File: src/rtl/rxais_pkg.sv
package rxais_pkg;

    typedef enum logic [1:0] {
        AIS_CLEAR  = 2'b00,
        AIS_ALARM  = 2'b01,
        AIS_FORCED = 2'b10
    } ais_state_t;

    // Field order sets the write-data bit positions: force_ais is bit 0, edge_rise is bit 8.
    typedef struct packed {
        logic edge_rise;
        logic lof_en;
        logic clkloss_ignore;
        logic trc_mis_en;
        logic trc_lock_en;
        logic lbl_en;
        logic ext_sel;
        logic glob_en;
        logic force_ais;
    } ctrl_t;

    localparam int CTRL_W = $bits(ctrl_t);

endpackage

File: src/rtl/rxais_ctrl_regs.sv
module rxais_ctrl_regs
    import rxais_pkg::*;
(
    input  logic              clk,
    input  logic              rst_n,
    input  logic              wr_en,
    input  logic [CTRL_W-1:0] wdata,
    output ctrl_t             ctrl_q
);

    always_ff @(posedge clk or negedge rst_n) begin
        if (!rst_n) begin
            ctrl_q <= '0;
        end else if (wr_en) begin
            ctrl_q <= ctrl_t'(wdata);
        end
    end

endmodule

File: src/rtl/rxais_inband_vote.sv
module rxais_inband_vote #(
    parameter int BYTE_W     = 8,
    parameter int MAJ_THRESH = 5
) (
    input  logic              clk,
    input  logic              rst_n,
    input  logic [BYTE_W-1:0] byte_in,
    input  logic              byte_vld,
    output logic              inband_ais
);

    localparam int CNT_W = $clog2(BYTE_W + 1);

    logic [CNT_W-1:0] ones_cnt;

    always_comb begin
        ones_cnt = '0;
        for (int i = 0; i < BYTE_W; i++) begin
            ones_cnt = ones_cnt + CNT_W'(byte_in[i]);
        end
    end

    always_ff @(posedge clk or negedge rst_n) begin
        if (!rst_n) begin
            inband_ais <= 1'b0;
        end else if (byte_vld) begin
            inband_ais <= (ones_cnt >= CNT_W'(MAJ_THRESH));
        end
    end

endmodule

File: src/rtl/rxais_source_gate.sv
module rxais_source_gate
    import rxais_pkg::*;
(
    input  ctrl_t ctrl,
    input  logic  ptr_mode,
    input  logic  exais_n,
    input  logic  ext_stat,
    input  logic  ext_path_ais,
    input  logic  inband_ais,
    input  logic  dbus_ref_loss,
    input  logic  dbus_clk_loss,
    input  logic  label_mismatch,
    input  logic  unequipped,
    input  logic  trace_lock_loss,
    input  logic  trace_mismatch,
    input  logic  pointer_loss,
    input  logic  path_ais,
    input  logic  frame_loss,
    output logic  alarm_req
);

    logic upstream;
    logic ptr_side;
    logic bus_side;
    logic path_side;
    logic any_src;

    always_comb begin
        upstream  = ctrl.ext_sel ? (ext_stat | ext_path_ais) : inband_ais;
        ptr_side  = ptr_mode & (pointer_loss | path_ais);
        bus_side  = (~ptr_mode & dbus_ref_loss) | (~ctrl.clkloss_ignore & dbus_clk_loss);
        path_side = (ctrl.lbl_en & (label_mismatch | unequipped))
                  | (ctrl.trc_lock_en & trace_lock_loss)
                  | (ctrl.trc_mis_en & trace_mismatch)
                  | (ctrl.lof_en & frame_loss);
        any_src   = ~exais_n | upstream | ptr_side | bus_side | path_side;
        alarm_req = ctrl.glob_en & any_src;
    end

endmodule

File: src/rtl/rxais_line_launch.sv
module rxais_line_launch #(
    parameter int DATA_W = 8
) (
    input  logic              clk,
    input  logic              rst_n,
    input  logic              edge_rise,
    input  logic [DATA_W-1:0] data_in,
    output logic [DATA_W-1:0] data_out
);

    logic [DATA_W-1:0] rise_q;
    logic [DATA_W-1:0] fall_q;

    always_ff @(posedge clk or negedge rst_n) begin
        if (!rst_n) begin
            rise_q <= '0;
        end else begin
            rise_q <= data_in;
        end
    end

    always_ff @(negedge clk or negedge rst_n) begin
        if (!rst_n) begin
            fall_q <= '0;
        end else begin
            fall_q <= data_in;
        end
    end

    assign data_out = edge_rise ? rise_q : fall_q;

endmodule

File: src/rtl/rxais_alarm_merge.sv
module rxais_alarm_merge
    import rxais_pkg::*;
#(
    parameter int DATA_W     = 8,
    parameter int BYTE_W     = 8,
    parameter int MAJ_THRESH = 5
) (
    input  logic              clk,
    input  logic              rst_n,
    input  logic              reg_wr_en,
    input  logic [CTRL_W-1:0] reg_wdata,
    input  logic              ptr_mode,
    input  logic              exais_n,
    input  logic              ext_stat,
    input  logic              ext_path_ais,
    input  logic [BYTE_W-1:0] oh_byte,
    input  logic              oh_byte_vld,
    input  logic              dbus_ref_loss,
    input  logic              dbus_clk_loss,
    input  logic              label_mismatch,
    input  logic              unequipped,
    input  logic              trace_lock_loss,
    input  logic              trace_mismatch,
    input  logic              pointer_loss,
    input  logic              path_ais,
    input  logic              frame_loss,
    input  logic [DATA_W-1:0] rx_data_in,
    output logic [DATA_W-1:0] rx_data_out,
    output logic              line_ais_req,
    output logic              ais_ind
);

    ctrl_t      ctrl_q;
    logic       inband_ais;
    logic       alarm_req;
    ais_state_t state_q;
    ais_state_t state_d;

    rxais_ctrl_regs u_regs (
        .clk    (clk),
        .rst_n  (rst_n),
        .wr_en  (reg_wr_en),
        .wdata  (reg_wdata),
        .ctrl_q (ctrl_q)
    );

    rxais_inband_vote #(
        .BYTE_W     (BYTE_W),
        .MAJ_THRESH (MAJ_THRESH)
    ) u_vote (
        .clk        (clk),
        .rst_n      (rst_n),
        .byte_in    (oh_byte),
        .byte_vld   (oh_byte_vld),
        .inband_ais (inband_ais)
    );

    rxais_source_gate u_gate (
        .ctrl            (ctrl_q),
        .ptr_mode        (ptr_mode),
        .exais_n         (exais_n),
        .ext_stat        (ext_stat),
        .ext_path_ais    (ext_path_ais),
        .inband_ais      (inband_ais),
        .dbus_ref_loss   (dbus_ref_loss),
        .dbus_clk_loss   (dbus_clk_loss),
        .label_mismatch  (label_mismatch),
        .unequipped      (unequipped),
        .trace_lock_loss (trace_lock_loss),
        .trace_mismatch  (trace_mismatch),
        .pointer_loss    (pointer_loss),
        .path_ais        (path_ais),
        .frame_loss      (frame_loss),
        .alarm_req       (alarm_req)
    );

    rxais_line_launch #(
        .DATA_W (DATA_W)
    ) u_launch (
        .clk       (clk),
        .rst_n     (rst_n),
        .edge_rise (ctrl_q.edge_rise),
        .data_in   (rx_data_in),
        .data_out  (rx_data_out)
    );

    // State register
    always_ff @(posedge clk or negedge rst_n) begin
        if (!rst_n) begin
            state_q <= AIS_CLEAR;
        end else begin
            state_q <= state_d;
        end
    end

    // Next-state logic: software force outranks gated alarms
    always_comb begin
        state_d = state_q;
        unique case (state_q)
            AIS_CLEAR: begin
                if (ctrl_q.force_ais)  state_d = AIS_FORCED;   // clear-to-forced
                else if (alarm_req)    state_d = AIS_ALARM;    // clear-to-alarm
            end
            AIS_ALARM: begin
                if (ctrl_q.force_ais)  state_d = AIS_FORCED;   // alarm-to-forced
                else if (!alarm_req)   state_d = AIS_CLEAR;    // alarm-to-clear
            end
            AIS_FORCED: begin
                if (!ctrl_q.force_ais) begin
                    if (alarm_req)     state_d = AIS_ALARM;    // forced-to-alarm
                    else               state_d = AIS_CLEAR;    // forced-to-clear
                end
            end
            default:                   state_d = AIS_CLEAR;
        endcase
    end

    // Outputs decoded from the state register only
    always_comb begin
        line_ais_req = (state_q != AIS_CLEAR);
        ais_ind      = line_ais_req;
    end

endmodule

File: config.mk
export PLATFORM = sky130hd
export DESIGN_NAME = rxais_alarm_merge
export DESIGN_NICKNAME = d
export VERILOG_FILES = /design/src/rtl/rxais_pkg.sv /design/src/rtl/rxais_ctrl_regs.sv /design/src/rtl/rxais_inband_vote.sv /design/src/rtl/rxais_source_gate.sv /design/src/rtl/rxais_line_launch.sv /design/src/rtl/rxais_alarm_merge.sv
export SDC_FILE = /design/constraint.sdc
export NUM_CORES = 1
export LEC_CHECK = 0
export ABC_CLOCK_PERIOD_IN_PS = 1500
export BUFFER_PORTS_ARGS = -buffer_cell sky130_fd_sc_hd__buf_2
export CAP_MARGIN = 20
export CORE_ASPECT_RATIO = 0.5
export CORE_MARGIN = 4
export CORE_UTILIZATION = 35
export DETAILED_ROUTE_END_ITERATION = 16
export GPL_TIMING_DRIVEN = 1
export SLEW_MARGIN = 20
export SYNTH_ARGS = -nofsm -noshare
export SYNTH_HDL_FRONTEND = slang
export SYNTH_HIERARCHICAL = 1
export SYNTH_SLANG_ARGS = --single-unit
export TNS_END_PERCENT = 5
File: constraint.sdc
create_clock -name clk -period 1.5 [get_ports clk]
set_input_delay 0.3 -clock clk [delete_from_list [all_inputs] [get_ports clk]]
set_output_delay 0.3 -clock clk [all_outputs]
set_load 0.01 [all_outputs]
==> flow_summary.toml, run 1 <==
[outcome]
outcome = "finished, violations left"
violations = "negative setup slack"

[place]
portBuffers = 51
detailed_place_hpwl_um = 1810
post_dp_cell_area_um2 = 1620
globalplace.congestion = 0.704

[route]
drtPass1Iterations = 5
wl_um = 2190
postRouteAntennaNets = 0
drc = 0
vias = 853
drt_iter0_markers = 4
via_per_inst = 4.27
wl_per_cell_um = 11.0

[worst_hold_path]
hold_path_class = "primary input to register"
min_to = "u_launch/rise_q[5]"
hold_depth = 1
min-delay-start = "rx_data_in[5]"

[worst_setup_path]
reg2reg_setup_slack_ns = 0.32
cp_common_cell = "fa_1"
crit_path_max_fanout = 2
reg2reg_from = "u_regs/ctrl_q[4]"
cp_cell_sequence = "buf_6, inv_2, fa_1, fa_1, fa_1, inv_1, ha_2, inv_2, fa_1, nand2b_4, a221oi_2, o221ai_1"
rr_worst_depth = 5
cpMaxStageDelayCell = "fa_1"
critPathCaptureType = "register"
r2r_end = "state_q[0]"
worstPathRequired_ns = 1.64
critPathMaxStageDelay_ns = 0.58
path_class = "primary input to register"
crit_path_start = "oh_byte[3]"
arrival_ns = 3.10
crit_path_start_kind = "primary input"

[cells_and_area]
area_delta_synth_final_pct = 35.7
fillers = 319
drive_gt1_share_pct = 57.0
stdcell_area_um2 = 1780
fin_nets = 199
n_antenna_cell = 0

[synth]
synthTopCellsByCount = "dfrtp_1, inv_1, mux2_4, dfrtn_1, fa_1"
yosys.area.top_type = "dfrtp_1"
synth.area.top_cells = "dfrtp_1, mux2_4, dfrtn_1, fa_1, inv_1"
synth_edf_count = 0
synthArstFlopShare_pct = 100
syn_inst = 91
synth-seq-cells = 28
netlist.area_leader.share_pct = 38.2
synth_area_um2 = 1310
ys_seq_area_share_pct = 53.5
ys.flop_type = "dfrtp_1"
ys_warn_count = 6
syn_area_per_cell_um2 = 14.4
synth_fp_nets = 140
synth.distinct_cells = 21
yosysMostFrequentCell = "dfrtp_1"

[die]
core_area_um2 = 3510
start_util_pct = 37.3
io_pins = 52
die_x_um = 94.5
dieArea_um2 = 4840
die_h_um = 51.2
row_count = 15

[sta]
finalSetupViolations = 9
tns_ns = -5.74
slew_viol_final = 0
slew_headroom_pct = 66.2
rsz0062_at_grt = "true"
min_period_ns = 2.96
timing.final.ws_setup_ns = -1.46
post-route-period-util_pct = 197
worst_slew_pin_slew_ns = 0.507
hold_violations = 0
fin_skew_ns = 0.00131
fmax_ghz = 0.338

[global_routing]
grt_pass1_vias = 844
grt_pass1_wl_um = 3530
overflow = 0
antenna_found_initial = 0
grt_max_degree = 19
grt.total_usage_pct = 9.11

[clocking]
clock_path_buffers = 2
cts.htree.levels = 1
root_buffer = "clkbuf_8"
cts_buffers = 3
cts.clk_slew.worst_paths_ns = 0.09
numClockSinks = 28
clk_latency_ns = 0.26
tritoncts = "yes"

[pwr]
p_leak_uw = 0.000928
vdd_drop_max_mv = 0.453
combPwrFrac_pct = 26.0
power_frac_clock_pct = 29.5
powerDensity_nw_per_um2 = 1090
intPower_uw = 1480
p_switching_uw = 453
pwr-share-seq_pct = 44.5
swShare_pct = 23.4

[run]
cap_viol_max_count = 0
[logic make-up (layout without fill, tap and decap cells)]
group                      after synthesis  after routing  share of synthesized area [%]
AOI/OAI and AO/OA                       10             10                           6.79
adders and majority gates                7              7                           8.99
buffers and inverters                   20             78                           7.17
DFF                                     28             28                           53.5
muxes                                   17             17                           19.5
and+or+nand+nor                          9              9                           4.02
[per-stage QoR]
step / power (µW) / utilization, % / hold WS [ns] / instances / setup slack [ns]
floorplan: 1170 / - / 0.00441 / 91 / -1.59
global placement: 1310 / 46.2 / 0.234 / 193 / -1.68
detailed placement: 1320 / 46.2 / 0.236 / 193 / -1.75
CTS: 1920 / 49.9 / 0.139 / 198 / -1.45
global route: 2040 / 50.6 / 0.133 / 200 / -1.58
finish: 1940 / 50.6 / 0.147 / 200 / -1.46
[layer usage]
metal | track usage [%] | up-vias | part of all wire, %
met5 | 0 | - | 0
met4 | 1.44 | 0 | 0.41
met3 | 3.38 | 2 | 7.3
met2 | 16.2 | 21 | 53
met1 | 10.8 | 417 | 39
li1 | - | 413 | -
[layout by cell type, fill, tap and decap left out, types with 3 or more instances in the layout]
cell	instances
buf_6	9
nand3_1	3
fa_1	4
clkbuf_8	3
mux2_4	17
buf_2	42
inv_2	3
buf_4	5
o21ai_0	3
dfrtp_1	20
dfrtn_1	8
inv_1	14
[state kept, by name (all words and copies together), names as in the netlist]
signal             cells
u_regs/ctrl_q          9
u_launch/fall_q        8
u_launch/rise_q        8
state_q                2
u_vote/inband_ais      1
[worst max-delay path by stage]
stage	endpoint	cells after the start
floorplan	u_vote/inband_ais	11
global placement	u_vote/inband_ais	12
detailed placement	u_vote/inband_ais	12
CTS	u_vote/inband_ais	12
global route	u_vote/inband_ais	12
finish	u_vote/inband_ais	12
[critical path: cells and delay by family]
family / cells / cell delay (ns)
fa+ha+maj: 5 / 2.19
compound gates: 2 / 0.34
buf+inv: 4 / 0.21
simple gates: 1 / 0.07
[layout make-up]
| type | instances | area [µm²] | share of cell area [%] |
|---|---|---|---|
| clock inverters | 1 | 30.0 | 1.69 |
| clock buffers | 3 | 41.3 | 2.33 |
| well taps | 51 | 63.8 | 3.59 |
| multi-input cells | 43 | 517 | 29.1 |
| flip-flops and latches | 28 | 701 | 39.5 |
| repair buffers | 57 | 359 | 20.2 |
| inverters | 17 | 63.8 | 3.59 |
[timing repair]
item,CTS,global route
hold buffers,1,0
hold endpoints to repair,9,0
buffers inserted,0,2
endpoints found under the setup margin,9,9
cloned,0,0
pin swaps,0,7
gates resized for setup,8,5
[power groups by stage]
stage | registers (µW) | logic, µW | clock network, µW
3_5_place_dp | 878 | 438 | 0
5_1_grt | 871 | 557 | 613
3_3_place_gp | 876 | 430 | 0
2_1_floorplan | 858 | 315 | 0
4_1_cts | 863 | 471 | 590
6_report | 861 | 503 | 572
No activity file was read; power rests on OpenSTA's default activity.
==> run 2: changes to the inputs <==
--- a/config.mk
+++ b/config.mk
@@ -11,8 +11,10 @@
 export CORE_ASPECT_RATIO = 0.5
 export CORE_MARGIN = 4
 export CORE_UTILIZATION = 35
+export CTS_BUF_LIST = sky130_fd_sc_hd__clkbuf_4 sky130_fd_sc_hd__clkbuf_8
 export DETAILED_ROUTE_END_ITERATION = 16
 export GPL_TIMING_DRIVEN = 1
+export SETUP_SLACK_MARGIN = 0.15
 export SLEW_MARGIN = 20
 export SYNTH_ARGS = -nofsm -noshare
 export SYNTH_HDL_FRONTEND = slang
==> run 2 against run 1 <==
Against the previous run: the flow still finishes with violations (negative setup slack); die area did not move; critical path type unchanged; via count rose by 0.12%; maximum frequency barely moved; combinational power barely moved; critical endpoint unchanged; register-to-register slack barely moved; largest cell class unchanged; clock skew fell by 0.00072 ns; core utilization did not move; sequential cell count did not move; non-clock buffer count did not move; routed wire length rose by 4.0%; critical path depth did not move; highest routed layer unchanged; cell count did not move.
==> flow_summary.toml, run 2 (same netlist as run 1, synthesis figures left out) <==
[cells_and_area]
largest_reg_flops = 9
top_register = "u_regs/ctrl_q"
drive_gt1_share_pct = 57.0
n_antenna_cell = 0
final_core_util_pct = 50.6
register_area_um2 = 701
stdcell_area_um2 = 1780
fillers = 321
multi_input_area_um2 = 517
final_common_cell = "buf_2"
fin_nets = 199
top_regs = "u_regs/ctrl_q: 9 flops, u_launch/fall_q: 8 flops, u_launch/rise_q: 8 flops"
area_delta_synth_final_pct = 35.7
final_cell_mix = "buf_2, dfrtp_1, mux2_4"

[global_routing]
grt_max_degree = 17
grt_pass1_wl_um = 3680
antenna_found_initial = 0
grt_pass1_vias = 871
overflow = 0
grt.total_usage_pct = 9.56

[die]
io_pins = 52
core_area_um2 = 3510
row_count = 15
start_util_pct = 37.3
die_h_um = 51.2
die_x_um = 94.5
dieArea_um2 = 4840

[route]
wl_um = 2280
drc = 0
vias = 854
wl_per_cell_um = 11.4
via_per_inst = 4.27
postRouteAntennaNets = 0
drtPass1Iterations = 5
drt_iter0_markers = 4

[worst_setup_path]
cp_common_cell = "fa_1"
arrival_ns = 3.10
worstPathRequired_ns = 1.65
critPathMaxStageDelay_ns = 0.58
cpMaxStageDelayCell = "fa_1"
path_class = "primary input to register"
crit_path_max_fanout = 2
critPathTopFamily = "adder cells"
worst-path-buf-inv = 4
cp_cell_sequence = "buf_6, inv_2, fa_1, fa_1, fa_1, inv_1, ha_2, inv_2, fa_1, nand2b_4, a221oi_2, o221ai_1"
crit_path_start_kind = "primary input"
critPathCaptureType = "register"

[sta]
fmax_ghz = 0.338
slew_viol_final = 0
finalSetupViolations = 9
min_period_ns = 2.96
timing.final.ws_setup_ns = -1.46
post-route-period-util_pct = 197
worst_slew_pin_slew_ns = 0.508
fin_skew_ns = 0.000597
rsz0062_at_grt = "true"
hold_violations = 0
slew_headroom_pct = 66.1

[pwr]
vdd_drop_max_mv = 0.455
p_leak_uw = 0.000928
powerDensity_nw_per_um2 = 1090
total_power_uw = 1940

[outcome]
outcome = "finished, violations left"
violations = "negative setup slack"

[place]
globalplace.congestion = 0.704
portBuffers = 51
detailed_place_hpwl_um = 1810
preCtsSetupSlack_ns = -1.75
post_dp_cell_area_um2 = 1620

[clocking]
cts_buffers = 3
tritoncts = "yes"
cts.htree.levels = 1
cts.clk_slew.worst_paths_ns = 0.09
clock_path_buffers = 2
numClockSinks = 28
root_buffer = "clkbuf_8"
clk_latency_ns = 0.26

[worst_hold_path]
hold_path_class = "primary input to asynchronous set/reset pin"

[run]
cap_viol_max_count = 0
## run 2: cell counts in the layout (fill, tap and decap cells not counted)
No cell type changed its count.
## run 2: power breakdown
group	switching (µW)	leakage (µW)	internal (µW)	total (µW)
clock network	216	0.0000357	357	573
logic	198	0.000563	307	504
registers	41.8	0.000329	819	861
## run 2: final cells by class
class,instances,share of cell area (%)
timing repair buffer,57,20.2
clock inverter,1,1.69
sequential,28,39.5
clock buffer,3,2.33
inverter,17,3.59
multi-input combinational,43,29.1
tap,51,3.59
## run 2: worst paths after layout
check,from,end,slack (ns),cells after the start
worst max-delay path,oh_byte[3],u_vote/inband_ais,-1.46,12
worst min-delay path,rst_n,u_regs/ctrl_q[0],0.14,2
worst max register to register,u_regs/ctrl_q[4],state_q[0],0.32,5
worst min register to register,u_regs/ctrl_q[0],state_q[0],0.47,1
max in group asynchronous,rst_n,u_launch/rise_q[1],0.54,2
min in group clk,rx_data_in[2],u_launch/rise_q[2],0.15,1
## run 2: layer usage
metal	global-route usage (%)	vias up	share of wire [%]
li1	-	414	-
met4	1.44	0	0.39
met3	3.38	2	7.0
met5	0	-	0
met1	11.4	417	39
met2	17.0	21	53
## run 2: timing repair
| action | 4_1_cts | 5_1_grt |
|---|---|---|
| setup buffers | 0 | 2 |
| endpoints found under the hold margin | 9 | 0 |
| setup endpoints to repair | 11 | 11 |
| hold buffers | 1 | 0 |
| gates resized for setup | 8 | 5 |
| gates cloned | 0 | 0 |
| pin swaps | 1 | 8 |
## run 2: per-stage QoR
step	cells	setup TNS, ns	hold slack, ns
after floorplan	91	-2.62	0.00441
after global placement	193	-3.64	0.234
after detailed placement	193	-3.73	0.236
after CTS	198	-5.81	0.139
after global routing	200	-6.13	0.133
final	200	-5.74	0.138
==> run 3: changes to the inputs <==
==> constraint.sdc (replaced) <==
create_clock -name clk -period 1.5 [get_ports clk]
set_input_delay 0.15 -clock clk [delete_from_list [all_inputs] [get_ports clk]]
set_output_delay 0.15 -clock clk [all_outputs]
set_load 0.01 [all_outputs]
==> run 3 against run 2 <==
Against the previous run: the run still ends with negative setup slack left; global-route usage increased by 0.91 points; non-clock buffer count increased by 7; maximum frequency increased by 5.7%; first-iteration DRC count increased by 100%; die area unchanged; sequential power about the same; core utilization increased by 2.2 points; total power increased by 0.15%; cell count increased by 3.5%; clock power about the same; routed wire length decreased by 2.2%; final area increased by 4.4%; largest cell class unchanged; largest power group unchanged; highest routed layer unchanged.
==> flow_summary.toml, run 3 (same netlist as run 1, synthesis figures left out) <==
[place]
dp_cells = 193
globalplace.congestion = 0.698
detailed_place_hpwl_um = 1790
portBuffers = 51

[pwr]
swShare_pct = 23.3
powerDensity_nw_per_um2 = 1050
total_power_uw = 1940
p_switching_uw = 453
p_leak_uw = 0.000957
combPwrFrac_pct = 26.0
intPower_uw = 1490
pwr-share-seq_pct = 44.4
power_frac_clock_pct = 29.6
vdd_drop_max_mv = 0.388

[outcome]
outcome = "finished, violations left"
violations = "negative setup slack"

[sta]
slew_viol_final = 0
timing.final.ws_setup_ns = -1.30
worst_slew_pin_slew_ns = 0.503
rsz0062_at_grt = "true"
min_period_ns = 2.80
slew_headroom_pct = 66.4
fmax_ghz = 0.357
hold_violations = 0
fin_skew_ns = 0.00395
post-route-period-util_pct = 187
hold-worst-slack_ns = 0.102
finalSetupViolations = 9

[die]
core_area_um2 = 3510
dieArea_um2 = 4840
die_h_um = 51.2
start_util_pct = 37.3
io_pins = 52
die_x_um = 94.5
row_count = 15

[worst_setup_path]
critPathCaptureType = "register"
worst-path-buf-inv = 4
worstPathRequired_ns = 1.65
cp_common_cell = "fa_1"
cp_cell_sequence = "buf_6, inv_4, fa_1, fa_1, fa_1, inv_1, ha_2, inv_2, fa_1, nand2b_4, a221oi_2, o221ai_1"
arrival_ns = 2.95
critPathMaxStageDelay_ns = 0.58
path_class = "primary input to register"
crit_path_start_kind = "primary input"
cpMaxStageDelayCell = "fa_1"
crit_path_max_fanout = 2
critPathTopFamily = "adder cells"

[clocking]
clk_latency_ns = 0.27
root_buffer = "clkbuf_8"
numClockSinks = 28
clock_path_buffers = 2
cts.htree.levels = 1
tritoncts = "yes"
cts_buffers = 3
cts.clk_slew.worst_paths_ns = 0.09

[global_routing]
overflow = 0
grt_pass1_vias = 930
antenna_found_initial = 0
grt_pass1_wl_um = 3940
grt.total_usage_pct = 10.5
grt_max_degree = 19

[cells_and_area]
final_cell_count_no_fill = 207
final_core_util_pct = 52.8
top_register = "u_regs/ctrl_q"
largest_reg_flops = 9
area_delta_synth_final_pct = 41.6
top_regs = "u_regs/ctrl_q: 9 flops, u_launch/fall_q: 8 flops, u_launch/rise_q: 8 flops"
final_cell_mix = "buf_2, dfrtp_1, mux2_4"
register_area_um2 = 701
drive_gt1_share_pct = 53.8
final_common_cell = "buf_2"
fin_nets = 206
fillers = 310
n_antenna_cell = 0
multi_input_area_um2 = 517

[route]
drtPass1Iterations = 3
drt_iter0_markers = 8
drc = 0
via_per_inst = 4.14
wl_per_cell_um = 10.8
postRouteAntennaNets = 0
vias = 858
wl_um = 2230

[run]
cap_viol_max_count = 0

[worst_hold_path]
hold_path_class = "primary input to register"
## run 3: cell types whose count changed in the layout (fill, tap and decap cells not counted)
cell | previous run | this run
clkbuf_4 | 0 | 1
dlygate4sd3_1 | 1 | 9
buf_2 | 42 | 41
buf_4 | 5 | 4
inv_2 | 3 | 2
inv_4 | 0 | 1
## run 3: layout make-up
class	instances	area share (%)
Timing Repair Buffer	64	23.4
Multi-Input combinational cell	43	27.9
Inverter	17	3.58
Clock inverter	1	1.62
Tap cell	51	3.44
Clock buffer	3	2.23
Sequential cell	28	37.8
## run 3: metal layers
layer	track usage, %	up-vias	wire, µm
met5	0	-	0
li1	-	426	-
met1	12.5	405	916
met2	18.3	23	1130
met4	3.59	0	24
met3	2.94	4	158
## run 3: path summary, 6_finish.rpt
kind / slack, ns / cells past startpoint / endpoint / start
max: -1.30 / 12 / u_vote/inband_ais / oh_byte[3]
min: 0.10 / 2 / u_regs/ctrl_q[3] / reg_wdata[3]
max reg2reg: 0.33 / 5 / state_q[0] / u_regs/ctrl_q[4]
min reg2reg: 0.47 / 1 / state_q[0] / u_regs/ctrl_q[0]
max in group asynchronous: 0.34 / 2 / u_launch/fall_q[7] / rst_n
min in group asynchronous: 0.30 / 2 / u_launch/rise_q[2] / rst_n
## run 3: per-stage QoR
stage               cell area [µm²]  TNS [ns]  setup WS (ns)
detailed placement             1620     -2.41          -1.60
global placement               1620     -2.29          -1.53
finish                         1850     -4.41          -1.30
CTS                            1830     -4.51          -1.29
global route                   1850     -4.82          -1.40
floorplan                      1310     -1.44          -1.44
## run 3: timing repair
action | in CTS | in global routing
endpoints found under the setup margin | 9 | 16
buffers inserted | 0 | 1
pin swaps | 0 | 6
hold buffers | 9 | 0
gates resized for setup | 8 | 7
hold endpoints to repair | 17 | 0
## run 3: power groups by stage
stage | registers (µW) | logic, µW | clock network, µW
3_5_place_dp | 878 | 436 | 0
4_1_cts | 863 | 486 | 594
5_1_grt | 870 | 564 | 625
6_report | 861 | 505 | 575
2_1_floorplan | 858 | 315 | 0
3_3_place_gp | 876 | 430 | 0
## run 3: worst register-to-register path, stage by stage, from the launching register on
cell and delay (ns):
dfrtp_1 0.40, a22oi_2 0.18, nand3_1 0.10, o31a_1 0.29, inv_1 0.07, a211oi_2 0.03
